--- src/rtl/dfe_pkg.sv ---
package dfe_pkg;

   typedef enum logic [1:0] {
      SEQ_IDLE   = 2'd0,
      SEQ_REFUSE = 2'd1,
      SEQ_ERASE  = 2'd2
   } seq_state_e;

   localparam int FLAG_N      = 6;
   localparam int FL_ACC      = 0;
   localparam int FL_PROT     = 1;
   localparam int FL_VFY_ANY  = 2;
   localparam int FL_VFY_FAT  = 3;
   localparam int FL_DBL      = 4;
   localparam int FL_SGL      = 5;

   typedef struct packed {
      logic fmt_bad;
      logic mode_bad;
      logic range_bad;
      logic align_bad;
      logic prot_hit;
   } launch_verdict_t;

   function automatic logic any_access_fault(launch_verdict_t v);
      return v.fmt_bad | v.mode_bad | v.range_bad | v.align_bad;
   endfunction

endpackage

--- src/rtl/dfe_launch_check.sv ---
module dfe_launch_check
   import dfe_pkg::*;
#(
   parameter int                      ADDR_W       = 18,
   parameter int                      IDX_W        = 3,
   parameter int                      IDX_EXPECT   = 1,
   parameter int                      MODE_W       = 2,
   parameter logic [(1<<MODE_W)-1:0]  MODE_OK_MASK = 4'b0011,
   parameter logic [ADDR_W-1:0]       WIN_LO       = 18'h04000,
   parameter logic [ADDR_W-1:0]       WIN_HI       = 18'h04FFF,
   parameter int                      SECT_SHIFT   = 8,
   localparam int                     SECT_W       = ADDR_W - SECT_SHIFT,
   localparam int                     MODE_N       = 1 << MODE_W
) (
   input  logic [IDX_W-1:0]   cmd_idx,
   input  logic [MODE_W-1:0]  op_mode,
   input  logic [ADDR_W-1:0]  tgt_addr,
   input  logic               prot_en,
   input  logic [SECT_W-1:0]  prot_lo,
   input  logic [SECT_W-1:0]  prot_hi,
   output launch_verdict_t    verdict
);

   logic [MODE_N-1:0] mode_hit;
   logic [SECT_W-1:0] sector;

   for (genvar m = 0; m < MODE_N; m++) begin : g_mode
      assign mode_hit[m] = (op_mode == MODE_W'(m)) & MODE_OK_MASK[m];
   end

   assign sector = tgt_addr[ADDR_W-1:SECT_SHIFT];

   always_comb begin
      verdict           = '0;
      verdict.fmt_bad   = (cmd_idx != IDX_W'(IDX_EXPECT));
      verdict.mode_bad  = ~(|mode_hit);
      verdict.range_bad = (tgt_addr < WIN_LO) | (tgt_addr > WIN_HI);
      verdict.align_bad = tgt_addr[0];
      verdict.prot_hit  = prot_en & (sector >= prot_lo) & (sector <= prot_hi);
   end

endmodule

--- src/rtl/dfe_erase_seq.sv ---
module dfe_erase_seq
   import dfe_pkg::*;
#(
   parameter int  ERASE_CYC = 20,
   localparam int CNT_W     = (ERASE_CYC > 1) ? $clog2(ERASE_CYC) : 1
) (
   input  logic clk,
   input  logic rst_n,
   input  logic go,
   input  logic refuse,
   input  logic vfy_err,
   input  logic vfy_fatal,
   output logic ready,
   output logic vfy_any_set,
   output logic vfy_fat_set
);

   seq_state_e       state_q;
   logic [CNT_W-1:0] cnt_q;
   logic             busy;

   assign busy        = (state_q == SEQ_ERASE);
   assign ready       = (state_q == SEQ_IDLE);
   assign vfy_any_set = busy & (vfy_err | vfy_fatal);
   assign vfy_fat_set = busy & vfy_fatal;

   always_ff @(posedge clk) begin
      if (!rst_n) begin
         state_q <= SEQ_IDLE;
         cnt_q   <= '0;
      end else begin
         unique case (state_q)
            SEQ_IDLE: begin
               if (refuse) begin
                  state_q <= SEQ_REFUSE;
               end else if (go) begin
                  state_q <= SEQ_ERASE;
                  cnt_q   <= CNT_W'(ERASE_CYC - 1);
               end
            end
            SEQ_REFUSE: state_q <= SEQ_IDLE;
            SEQ_ERASE: begin
               if (cnt_q == '0) state_q <= SEQ_IDLE;
               else             cnt_q   <= cnt_q - 1'b1;
            end
            default: state_q <= SEQ_IDLE;
         endcase
      end
   end

   p_cnt_bound_r7: assert property (@(posedge clk) disable iff (!rst_n)
      busy |-> (cnt_q <= CNT_W'(ERASE_CYC - 1)));

   p_refuse_one_cycle_r2: assert property (@(posedge clk) disable iff (!rst_n)
      (state_q == SEQ_REFUSE) |=> ready);

   p_no_start_on_refuse_r6: assert property (@(posedge clk) disable iff (!rst_n)
      (ready && refuse) |=> !busy);

endmodule

--- src/rtl/dfe_sticky_flags.sv ---
module dfe_sticky_flags #(
   parameter int N = 6
) (
   input  logic         clk,
   input  logic         rst_n,
   input  logic [N-1:0] set_i,
   input  logic [N-1:0] clr_i,
   output logic [N-1:0] flags_o
);

   for (genvar i = 0; i < N; i++) begin : g_bit
      logic q;
      always_ff @(posedge clk) begin
         if (!rst_n)        q <= 1'b0;
         else if (set_i[i]) q <= 1'b1;
         else if (clr_i[i]) q <= 1'b0;
      end
      assign flags_o[i] = q;

      p_w1c_r11: assert property (@(posedge clk) disable iff (!rst_n)
         (clr_i[i] && !set_i[i]) |=> !flags_o[i]);

      p_set_wins_r11: assert property (@(posedge clk) disable iff (!rst_n)
         set_i[i] |=> flags_o[i]);

      p_sticky_r11: assert property (@(posedge clk) disable iff (!rst_n)
         (flags_o[i] && !clr_i[i]) |=> flags_o[i]);
   end

endmodule

--- src/rtl/dfe_irq_gen.sv ---
module dfe_irq_gen (
   input  logic cmd_done,
   input  logic cc_ie,
   input  logic dbl_flag,
   input  logic dbl_ie,
   input  logic sgl_flag,
   input  logic sgl_ie,
   output logic irq_cmd,
   output logic irq_err
);

   assign irq_cmd = cmd_done & cc_ie;
   assign irq_err = (dbl_flag & dbl_ie) | (sgl_flag & sgl_ie);

endmodule

--- src/rtl/dflash_erase_guard.sv ---
module dflash_erase_guard
   import dfe_pkg::*;
#(
   parameter int                      ADDR_W       = 18,
   parameter int                      IDX_W        = 3,
   parameter int                      IDX_EXPECT   = 1,
   parameter int                      MODE_W       = 2,
   parameter logic [(1<<MODE_W)-1:0]  MODE_OK_MASK = 4'b0011,
   parameter logic [ADDR_W-1:0]       WIN_LO       = 18'h04000,
   parameter logic [ADDR_W-1:0]       WIN_HI       = 18'h04FFF,
   parameter int                      SECT_SHIFT   = 8,
   parameter int                      ERASE_CYC    = 20,
   localparam int                     SECT_W       = ADDR_W - SECT_SHIFT
) (
   input  logic               clk,
   input  logic               rst_n,
   input  logic               launch,
   input  logic [IDX_W-1:0]   cmd_idx,
   input  logic [MODE_W-1:0]  op_mode,
   input  logic [ADDR_W-1:0]  tgt_addr,
   input  logic               prot_en,
   input  logic [SECT_W-1:0]  prot_lo,
   input  logic [SECT_W-1:0]  prot_hi,
   input  logic               vfy_err,
   input  logic               vfy_fatal,
   input  logic               ecc_dbl,
   input  logic               ecc_sgl,
   input  logic [5:0]         flag_clr,
   input  logic               cc_ie,
   input  logic               dbl_ie,
   input  logic               sgl_ie,
   output logic               cmd_done,
   output logic               acc_err,
   output logic               prot_err,
   output logic               vfy_any_flag,
   output logic               vfy_fatal_flag,
   output logic               dbl_flag,
   output logic               sgl_flag,
   output logic               irq_cmd,
   output logic               irq_err
);

   initial begin
      assert (WIN_LO <= WIN_HI) else $error("window bounds reversed");
      assert (ERASE_CYC >= 1) else $error("erase length must be positive");
      assert (SECT_SHIFT > 0 && SECT_SHIFT < ADDR_W) else $error("bad sector shift");
      assert (IDX_EXPECT < (1 << IDX_W)) else $error("index does not fit");
   end

   launch_verdict_t    verdict;
   logic               acc_fault;
   logic               prot_fault;
   logic               accept;
   logic               ready;
   logic               vfy_any_set;
   logic               vfy_fat_set;
   logic [FLAG_N-1:0]  flag_set;
   logic [FLAG_N-1:0]  flags;

   dfe_launch_check #(
      .ADDR_W       (ADDR_W),
      .IDX_W        (IDX_W),
      .IDX_EXPECT   (IDX_EXPECT),
      .MODE_W       (MODE_W),
      .MODE_OK_MASK (MODE_OK_MASK),
      .WIN_LO       (WIN_LO),
      .WIN_HI       (WIN_HI),
      .SECT_SHIFT   (SECT_SHIFT)
   ) u_check (
      .cmd_idx  (cmd_idx),
      .op_mode  (op_mode),
      .tgt_addr (tgt_addr),
      .prot_en  (prot_en),
      .prot_lo  (prot_lo),
      .prot_hi  (prot_hi),
      .verdict  (verdict)
   );

   assign acc_fault  = any_access_fault(verdict);
   assign prot_fault = ~acc_fault & verdict.prot_hit;
   assign accept     = launch & ready & ~flags[FL_ACC] & ~flags[FL_PROT];

   dfe_erase_seq #(
      .ERASE_CYC (ERASE_CYC)
   ) u_seq (
      .clk         (clk),
      .rst_n       (rst_n),
      .go          (accept & ~acc_fault & ~prot_fault),
      .refuse      (accept & (acc_fault | prot_fault)),
      .vfy_err     (vfy_err),
      .vfy_fatal   (vfy_fatal),
      .ready       (ready),
      .vfy_any_set (vfy_any_set),
      .vfy_fat_set (vfy_fat_set)
   );

   always_comb begin
      flag_set             = '0;
      flag_set[FL_ACC]     = accept & acc_fault;
      flag_set[FL_PROT]    = accept & prot_fault;
      flag_set[FL_VFY_ANY] = vfy_any_set;
      flag_set[FL_VFY_FAT] = vfy_fat_set;
      flag_set[FL_DBL]     = ecc_dbl;
      flag_set[FL_SGL]     = ecc_sgl;
   end

   dfe_sticky_flags #(
      .N (FLAG_N)
   ) u_flags (
      .clk     (clk),
      .rst_n   (rst_n),
      .set_i   (flag_set),
      .clr_i   (flag_clr),
      .flags_o (flags)
   );

   assign cmd_done       = ready;
   assign acc_err        = flags[FL_ACC];
   assign prot_err       = flags[FL_PROT];
   assign vfy_any_flag   = flags[FL_VFY_ANY];
   assign vfy_fatal_flag = flags[FL_VFY_FAT];
   assign dbl_flag       = flags[FL_DBL];
   assign sgl_flag       = flags[FL_SGL];

   dfe_irq_gen u_irq (
      .cmd_done (cmd_done),
      .cc_ie    (cc_ie),
      .dbl_flag (dbl_flag),
      .dbl_ie   (dbl_ie),
      .sgl_flag (sgl_flag),
      .sgl_ie   (sgl_ie),
      .irq_cmd  (irq_cmd),
      .irq_err  (irq_err)
   );

   p_acc_on_fault_r2: assert property (@(posedge clk) disable iff (!rst_n)
      (accept && acc_fault) |=> (acc_err && !cmd_done));

   p_prot_not_acc_r6: assert property (@(posedge clk) disable iff (!rst_n)
      (accept && !acc_fault && verdict.prot_hit) |=> (prot_err && !acc_err));

   p_fall_needs_accept_r7: assert property (@(posedge clk) disable iff (!rst_n)
      $fell(cmd_done) |-> $past(accept));

   p_fatal_implies_any_r8: assert property (@(posedge clk) disable iff (!rst_n)
      $rose(vfy_fatal_flag) |-> vfy_any_flag);

   p_blocked_launch_r12: assert property (@(posedge clk) disable iff (!rst_n)
      (launch && (acc_err || prot_err)) |=> cmd_done);

endmodule

--- config.mk ---
export PLATFORM = sky130hd
export DESIGN_NAME = dflash_erase_guard
export DESIGN_NICKNAME = d
export VERILOG_FILES = /design/src/rtl/dfe_pkg.sv /design/src/rtl/dfe_launch_check.sv /design/src/rtl/dfe_erase_seq.sv /design/src/rtl/dfe_sticky_flags.sv /design/src/rtl/dfe_irq_gen.sv /design/src/rtl/dflash_erase_guard.sv
export SDC_FILE = /design/constraint.sdc
export NUM_CORES = 1
export LEC_CHECK = 0
export ABC_CLOCK_PERIOD_IN_PS = 2000
export BUFFER_PORTS_ARGS = -buffer_cell sky130_fd_sc_hd__buf_2
export CAP_MARGIN = 20
export CELL_PAD_IN_SITES_DETAIL_PLACEMENT = 1
export CELL_PAD_IN_SITES_GLOBAL_PLACEMENT = 1
export CORE_AREA = 2 2 92 50
export DETAILED_ROUTE_END_ITERATION = 10
export DIE_AREA = 0 0 94 52
export MAX_ROUTING_LAYER = met4
export PLACE_DENSITY_LB_ADDON = 0.05
export SLEW_MARGIN = 0
export SYNTH_ARGS = -nofsm -noshare
export SYNTH_HDL_FRONTEND = slang
export SYNTH_SLANG_ARGS = --single-unit
--- constraint.sdc ---
create_clock -name clk -period 2 [get_ports clk]
set_clock_uncertainty 0.2 [all_clocks]
set_input_delay 0.1 -clock clk [delete_from_list [all_inputs] [get_ports clk]]
set_output_delay 0.1 -clock clk [all_outputs]
set_load 0.1 [all_outputs]
### Word level (Yosys, flattened, before mapping)

Index checks and enable logic that the tools add are counted.

| word-level totals | value |
|---|---|
| register bits after elaboration | 13 |
| output and inout port bits | 9 |
| logic and storage cells | 82 |

| operators by class | value |
|---|---|
| $add $sub $neg | 1 |
| magnitude comparators | 4 |
| equality and inequality tests | 8 |
| multiplexer cells | 20 |
| bitwise gates (word level) | 28 |
| reductions and logical operators | 13 |

Operators with widths:

| operator | count |
|---|---|
| greater-than comparator 18 x 15 -> 1 bit (second input constant) | 1 |
| < comparator 18 x 15 -> 1 bit (second input constant) | 1 |
| bitwise AND 1 bit | 16 |
| two-way mux 5 bit | 3 |
| nonzero test 2 bit | 7 |
| two-way mux 1 bit | 12 |
| greater-or-equal comparator 10 bit | 1 |
| <= comparator 10 bit | 1 |
| case mux 5 bit (2 select lines) | 1 |
| bitwise OR 1 bit | 7 |
| two-way mux 2 bit | 3 |
| inequality test 2 bit (second input constant) | 3 |
| inequality test 3 x 1 -> 1 bit (second input constant) | 2 |
| logical NOT 5 bit | 1 |
| inverter 1 bit | 5 |
| subtractor 5 x 1 -> 5 bit (second input constant) | 1 |
| logical NOT 2 bit | 2 |
| case mux 2 bit (2 select lines) | 1 |
| AND reduction 4 bit | 1 |
| equality test 2 x 1 -> 1 bit (second input constant) | 1 |
| equality test 2 bit (second input constant) | 1 |
| inequality test 2 x 1 -> 1 bit (second input constant) | 1 |
| AND reduction 2 bit | 1 |
| OR reduction 2 bit | 1 |

### Depth between registers and ports, before layout

| logic depth | value |
|---|---|
| depth after elaboration | 13 |
| mapped depth | 8 |
| mapped depth without buffers | 8 |

### Modules after synthesis

From an unflattened synthesis, not the netlist that was laid out.

| second synthesis, totals | value |
|---|---|
| cells, all modules | 145 |
| area total of the unflattened synthesis | 1251.2 µm² |

By module, submodules not included:

| module | times used | cells each | area an instance (µm²) | seq. area each (µm²) |
|---|---|---|---|---|
| dfe_launch_check | 1 | 75 | 535.5 | 0.0 |
| dfe_erase_seq | 1 | 37 | 346.6 | 140.1 |
| dfe_sticky_flags | 1 | 24 | 292.8 | 120.1 |
| dflash_erase_guard | 1 | 7 | 61.3 | 0.0 |
| dfe_irq_gen | 1 | 2 | 15.0 | 0.0 |

### Worst setup path before layout

No wires, ideal clock.

| path | value |
|---|---|
| kind | register -> output |
| start | register u_seq.state_q[1] |
| end | output irq_cmd |
| arrival | 2.514 ns |
| data required time | 1.700 ns |
| path slack | -0.814 ns |
| stages on the path, launching flop included | 3 |
| cell sequence | dfxtp_1 -> nor2_1 -> and2_1 |

| on the way | value |
|---|---|
| longest elaborated chain between the ends | 2 |

RTL lines:

| element | RTL line | text |
|---|---|---|
| start: declaration | dfe_erase_seq.sv:18 | `seq_state_e state_q;` |
| start signal: assignment | dfe_erase_seq.sv:29 | `state_q <= SEQ_IDLE;` |
| start signal: assignment | dfe_erase_seq.sv:35 | `state_q <= SEQ_REFUSE;` |
| start signal: assignment | dfe_erase_seq.sv:37 | `state_q <= SEQ_ERASE;` |
| logical NOT 2 bit | dfe_erase_seq.sv:23 | `assign ready = (state_q == SEQ_IDLE);` |
| named net cmd_done | dflash_erase_guard.sv:32 | `output logic cmd_done,` |
| bitwise AND 1 bit | dfe_irq_gen.sv:12 | `assign irq_cmd = cmd_done & cc_ie;` |
| end: declaration | dflash_erase_guard.sv:39 | `output logic irq_cmd,` |

The timed path passes the listed nets, and every way through them passes these cells.

### Final worst setup path

| path | value |
|---|---|
| start | input tgt_addr[15] |
| end | register u_seq.cnt_q[4] |

| on the way | value |
|---|---|
| longest elaborated chain between the ends | 10 |
| elaborated cells on any way between the ends | 19 |
| those cells by class | order compare (4); eq/ne (2); bitwise (12); reduce/logical (1) |

RTL lines:

| element | RTL line | text |
|---|---|---|
| start: declaration | dflash_erase_guard.sv:20 | `input logic [ADDR_W-1:0] tgt_addr,` |
| < comparator 18 x 15 -> 1 bit or greater-than comparator 18 x 15 -> 1 bit (tied branches) | dfe_launch_check.sv:37 | `verdict.range_bad = (tgt_addr < WIN_LO) \| (tgt_addr > WIN_HI);` |
| bitwise OR 1 bit | dfe_launch_check.sv:37 |  |
| bitwise OR 1 bit (2 in a row) | dfe_pkg.sv:26 | `return v.fmt_bad \| v.mode_bad \| v.range_bad \| v.align_bad;` |
| inverter 1 bit | dflash_erase_guard.sv:80, dflash_erase_guard.sv:88 |  |
| bitwise AND 1 bit | dflash_erase_guard.sv:80 | `assign prot_fault = ~acc_fault & verdict.prot_hit;` |
| bitwise OR 1 bit or inverter 1 bit (tied branches) | dflash_erase_guard.sv:89, dflash_erase_guard.sv:88 |  |
| bitwise AND 1 bit (on tied branches) | dflash_erase_guard.sv:89, dflash_erase_guard.sv:88 |  |
| inequality test 2 bit (no source line) or inequality test 2 x 1 -> 1 bit (tied branches) | -- |  |
| AND reduction 4 bit (no source line) * | -- |  |
| end signal: assignment | dfe_erase_seq.sv:38 | `cnt_q <= CNT_W'(ERASE_CYC - 1);` |
| end signal: assignment | dfe_erase_seq.sv:44 | `else cnt_q <= cnt_q - 1'b1;` |
| end: declaration | dfe_erase_seq.sv:19 | `logic [CNT_W-1:0] cnt_q;` |

Mark *: on every way between the ends. The rest lies on a longest branch, timed or not.
A chain may end at the register's enable or synchronous reset.

==> impl_metrics.tcl <==
set metrics [dict create \
    status "complete, no violations" \
    path_buf_inv 1 \
    gp_congestion 0.700 \
    max_freq_ghz 0.550 \
    synth.distinct_cells 36 \
    cap_violations 0 \
    core_area_um2 4150 \
    synth_area_leaders "ha_1 24%, dfxtp_1 23%, inv_1 7.9%, nor2b_1 4.4%, a21oi_1 4.0%" \
    worstMarginPinSlew_ps 496 \
    clk_path_buf_depth 2 \
    multi_input_area_um2 796 \
    rows 17 \
    clkLatencyLatePin_ps 250 \
    fin_crit_ps 1820 \
    synth_adder_area_share_pct 24.2 \
    seqCellArea_um2 260 \
    synth_compound_area_share_pct 23.3 \
    clk_pin_slew_ps 60 \
    antenna_found_initial 0 \
    via_per_inst 4.46 \
    syn_area_per_cell_um2 8.12 \
    yosysTopAreaCell "ha_1" \
    routed_wl_mm 3.40 \
    finalMaxSlewViolations 0 \
    route.detailed.drc 0 \
    worstHoldPathCells 3 \
    cellPowerDensity_nw_per_um2 462 \
    ant_nets 0 \
    grt_max_degree 15 \
    crit_path_cell_trace "buf_2, ha_1, a211o_2, a21oi_1, o41a_1, a211oi_2, o21ai_2, o221a_1" \
    overflow 0 \
    detailed_place_hpwl_mm 2.90 \
    drtIter0Drc 16 \
    ir_worst_vdd_mv 0.220 \
    worstSetupPathType "input pin to flop" \
    cts_root_buf "clkbuf_8" \
    final_cells 272 \
    grt_pass1_wl_mm 5.73 \
    post-route-util_pct 40.5 \
    synth_area_um2 1140 \
    postPlaceCellArea_um2 1530 \
    reg2reg_setup_slack_ps 210 \
    yosysWarnings 0 \
    crit_arrival_ps 1810 \
    hold_start "rst_n" \
    finalHoldViolCount 0 \
    seq_area_frac_synth_pct 22.9 \
    period_share_pct 90.9 \
    ys_ff_latch 13 \
    num_vias 1212 \
    reg2reg_from "u_seq.state_q[1]" \
    r2r_end "u_flags.g_bit[2].q" \
    cpPeakStageDelay_ps 330 \
    start_kind "input pin" \
    min_to "u_seq.cnt_q[2]" \
    crit_cells 8 \
    min_path_type "input pin to flop" \
    place_ws_ps -105 \
    total_power_mw 0.776 \
    start_util_pct 27.4 \
    r2r_cells 4 \
    synth_top_family_by_area "adder cells" \
    clock_sinks 13 \
    synth.area.mux_share_pct 0.880 \
    required_ps 1990 \
    io_buffers 60 \
    cp_max_fo 6 \
    postSynthNetCount 222 \
    die_w_um 94 \
    fill_cells 518 \
    p_leak_nw 0.904 \
    die_h_um 52 \
    cts_tree "done" \
    n_antenna_cell 0 \
    grt.total_usage_pct 15.8 \
    cts_buffers 3 \
    final_area_um2 1680 \
    layout_setup_ws_ps 181 \
    yosys.area_share.simple_pct 19.7 \
    nNetsFinal 298 \
    syn_inst 140 \
    drive_above_1_share_pct 34.9 \
    hold-worst-slack_ps 16.0 \
    area_growth_pct 47.5 \
    endpoint_kind "flop" \
    synth_top_area_share_pct 24.2 \
    synth_xor_area_share_pct 0.770 \
    setup_viol 0 \
    rsz0062_at_grt "false" \
    ios 69 \
    relSlewSlack_pct 67.1 \
    drt-pass1-iter-count 2 \
    die_area_um2 4890 \
    cts-htree-levels 1 \
    placed_cells 258 \
    wl_per_cell_um 12.5 \
    first_global_vias 1271 \
    critPathSlowestCell "a211o_2" \
    cpLargestDelayFamily "compound AO/OA/AOI/OAI gates" \
    finalSetupTns_ps 0 \
]
==> worst max-delay path by stage <==
| stage | start | to |
|---|---|---|
| 6_report | tgt_addr[15] | u_seq.cnt_q[4] |
| 5_1_grt | tgt_addr[15] | u_seq.cnt_q[1] |
| 4_1_cts | tgt_addr[15] | u_seq.cnt_q[4] |
| 3_5_place_dp | tgt_addr[15] | u_seq.cnt_q[4] |
| 3_3_place_gp | tgt_addr[15] | u_seq.cnt_q[1] |
| 2_1_floorplan | u_flags.g_bit[0].q | u_seq.cnt_q[4] |
==> cell usage in the layout (no fill, tap or decap), types with 2 or more instances in the layout <==
cell / instances
ha_1: 22
a21o_1: 2
o21ai_0: 5
dfxtp_1: 13
nor2_1: 2
a31oi_1: 2
nor2b_1: 7
and3_1: 2
clkbuf_8: 3
inv_1: 24
nand2b_1: 4
buf_4: 2
and2_2: 2
o211a_1: 2
dlygate4sd3_1: 10
nand4_1: 3
o21a_1: 5
a21boi_0: 2
a21oi_1: 9
nand3_1: 2
nor3_1: 2
nor4_1: 2
buf_2: 60
nand2_1: 11
==> routing by layer <==
metal  global-route usage, %  routed length, um
met4                    2.17                 17
met5                       -                  0
met2                    24.8               1400
met3                    4.20                185
met1                    21.0               1790
==> cells in the mapped netlist <==
| cell type | count |
|---|---|
| a31oi_1 | 2 |
| nand2b_1 | 4 |
| ha_1 | 22 |
| a211oi_2 | 1 |
| nor4bb_1 | 1 |
| o21ai_2 | 1 |
| inv_1 | 24 |
| o21a_1 | 5 |
| and3_1 | 2 |
| a311oi_1 | 1 |
| and2_1 | 1 |
| o31ai_1 | 1 |
| nand2b_2 | 1 |
| clkbuf_1 | 1 |
| o21bai_1 | 1 |
| nand4_1 | 3 |
| a21boi_0 | 2 |
| nor4_1 | 2 |
| nor2b_1 | 8 |
| nand3_1 | 2 |
| nor2_1 | 3 |
| a31o_2 | 1 |
| o21ai_0 | 5 |
| o211a_1 | 2 |
| a21oi_1 | 9 |
| and2_2 | 1 |
| dfxtp_1 | 13 |
| nor3_1 | 2 |
| mux2i_1 | 1 |
| a21o_1 | 2 |
| nand2_1 | 11 |
| xnor2_1 | 1 |
| a211o_2 | 1 |
| a22o_1 | 1 |
| o41a_1 | 1 |
| o221a_1 | 1 |
==> repair_timing <==
item | 4_1_cts | 5_1_grt
gates resized for setup | 0 | 1
hold buffers | 10 | 0
endpoints found under the setup margin | 0 | 1
buffers inserted | 0 | 0
hold endpoints to repair | 6 | 0
==> layout make-up <==
| class | count | area share [%] |
|---|---|---|
| well taps | 57 | 4.25 |
| inverters | 24 | 5.37 |
| repair buffers | 72 | 24.8 |
| clock buffers | 4 | 2.68 |
| flip-flops and latches | 13 | 15.5 |
| multi-input cells | 102 | 47.4 |
==> cell families after synthesis <==
logic type | count (synthesis)
compound gates | 37
mux | 1
fa+ha+maj | 22
xor+xnor | 1
flops | 13
buf+inv | 25
simple gates | 41
==> worst register-to-register path, cell delays in order (launching register included) <==
cell and delay (ps):
dfxtp_1 380, nor2b_2 250, o21ai_0 110, a21boi_0 200, dlygate4sd3_1 590
==> flip-flops by register name, indices dropped and copies added (netlist names) <==
name and count:
u_seq.state_q 2, u_flags.g_bit.q 6, u_seq.cnt_q 5
==> report_power, final <==
group,internal (mW),switching [mW]
Clock,0.141,0.102
Combinational,0.111,0.152
Sequential,0.265,0.00480
Total,0.517,0.259
Note: power is estimated with default switching activity, not from simulation.
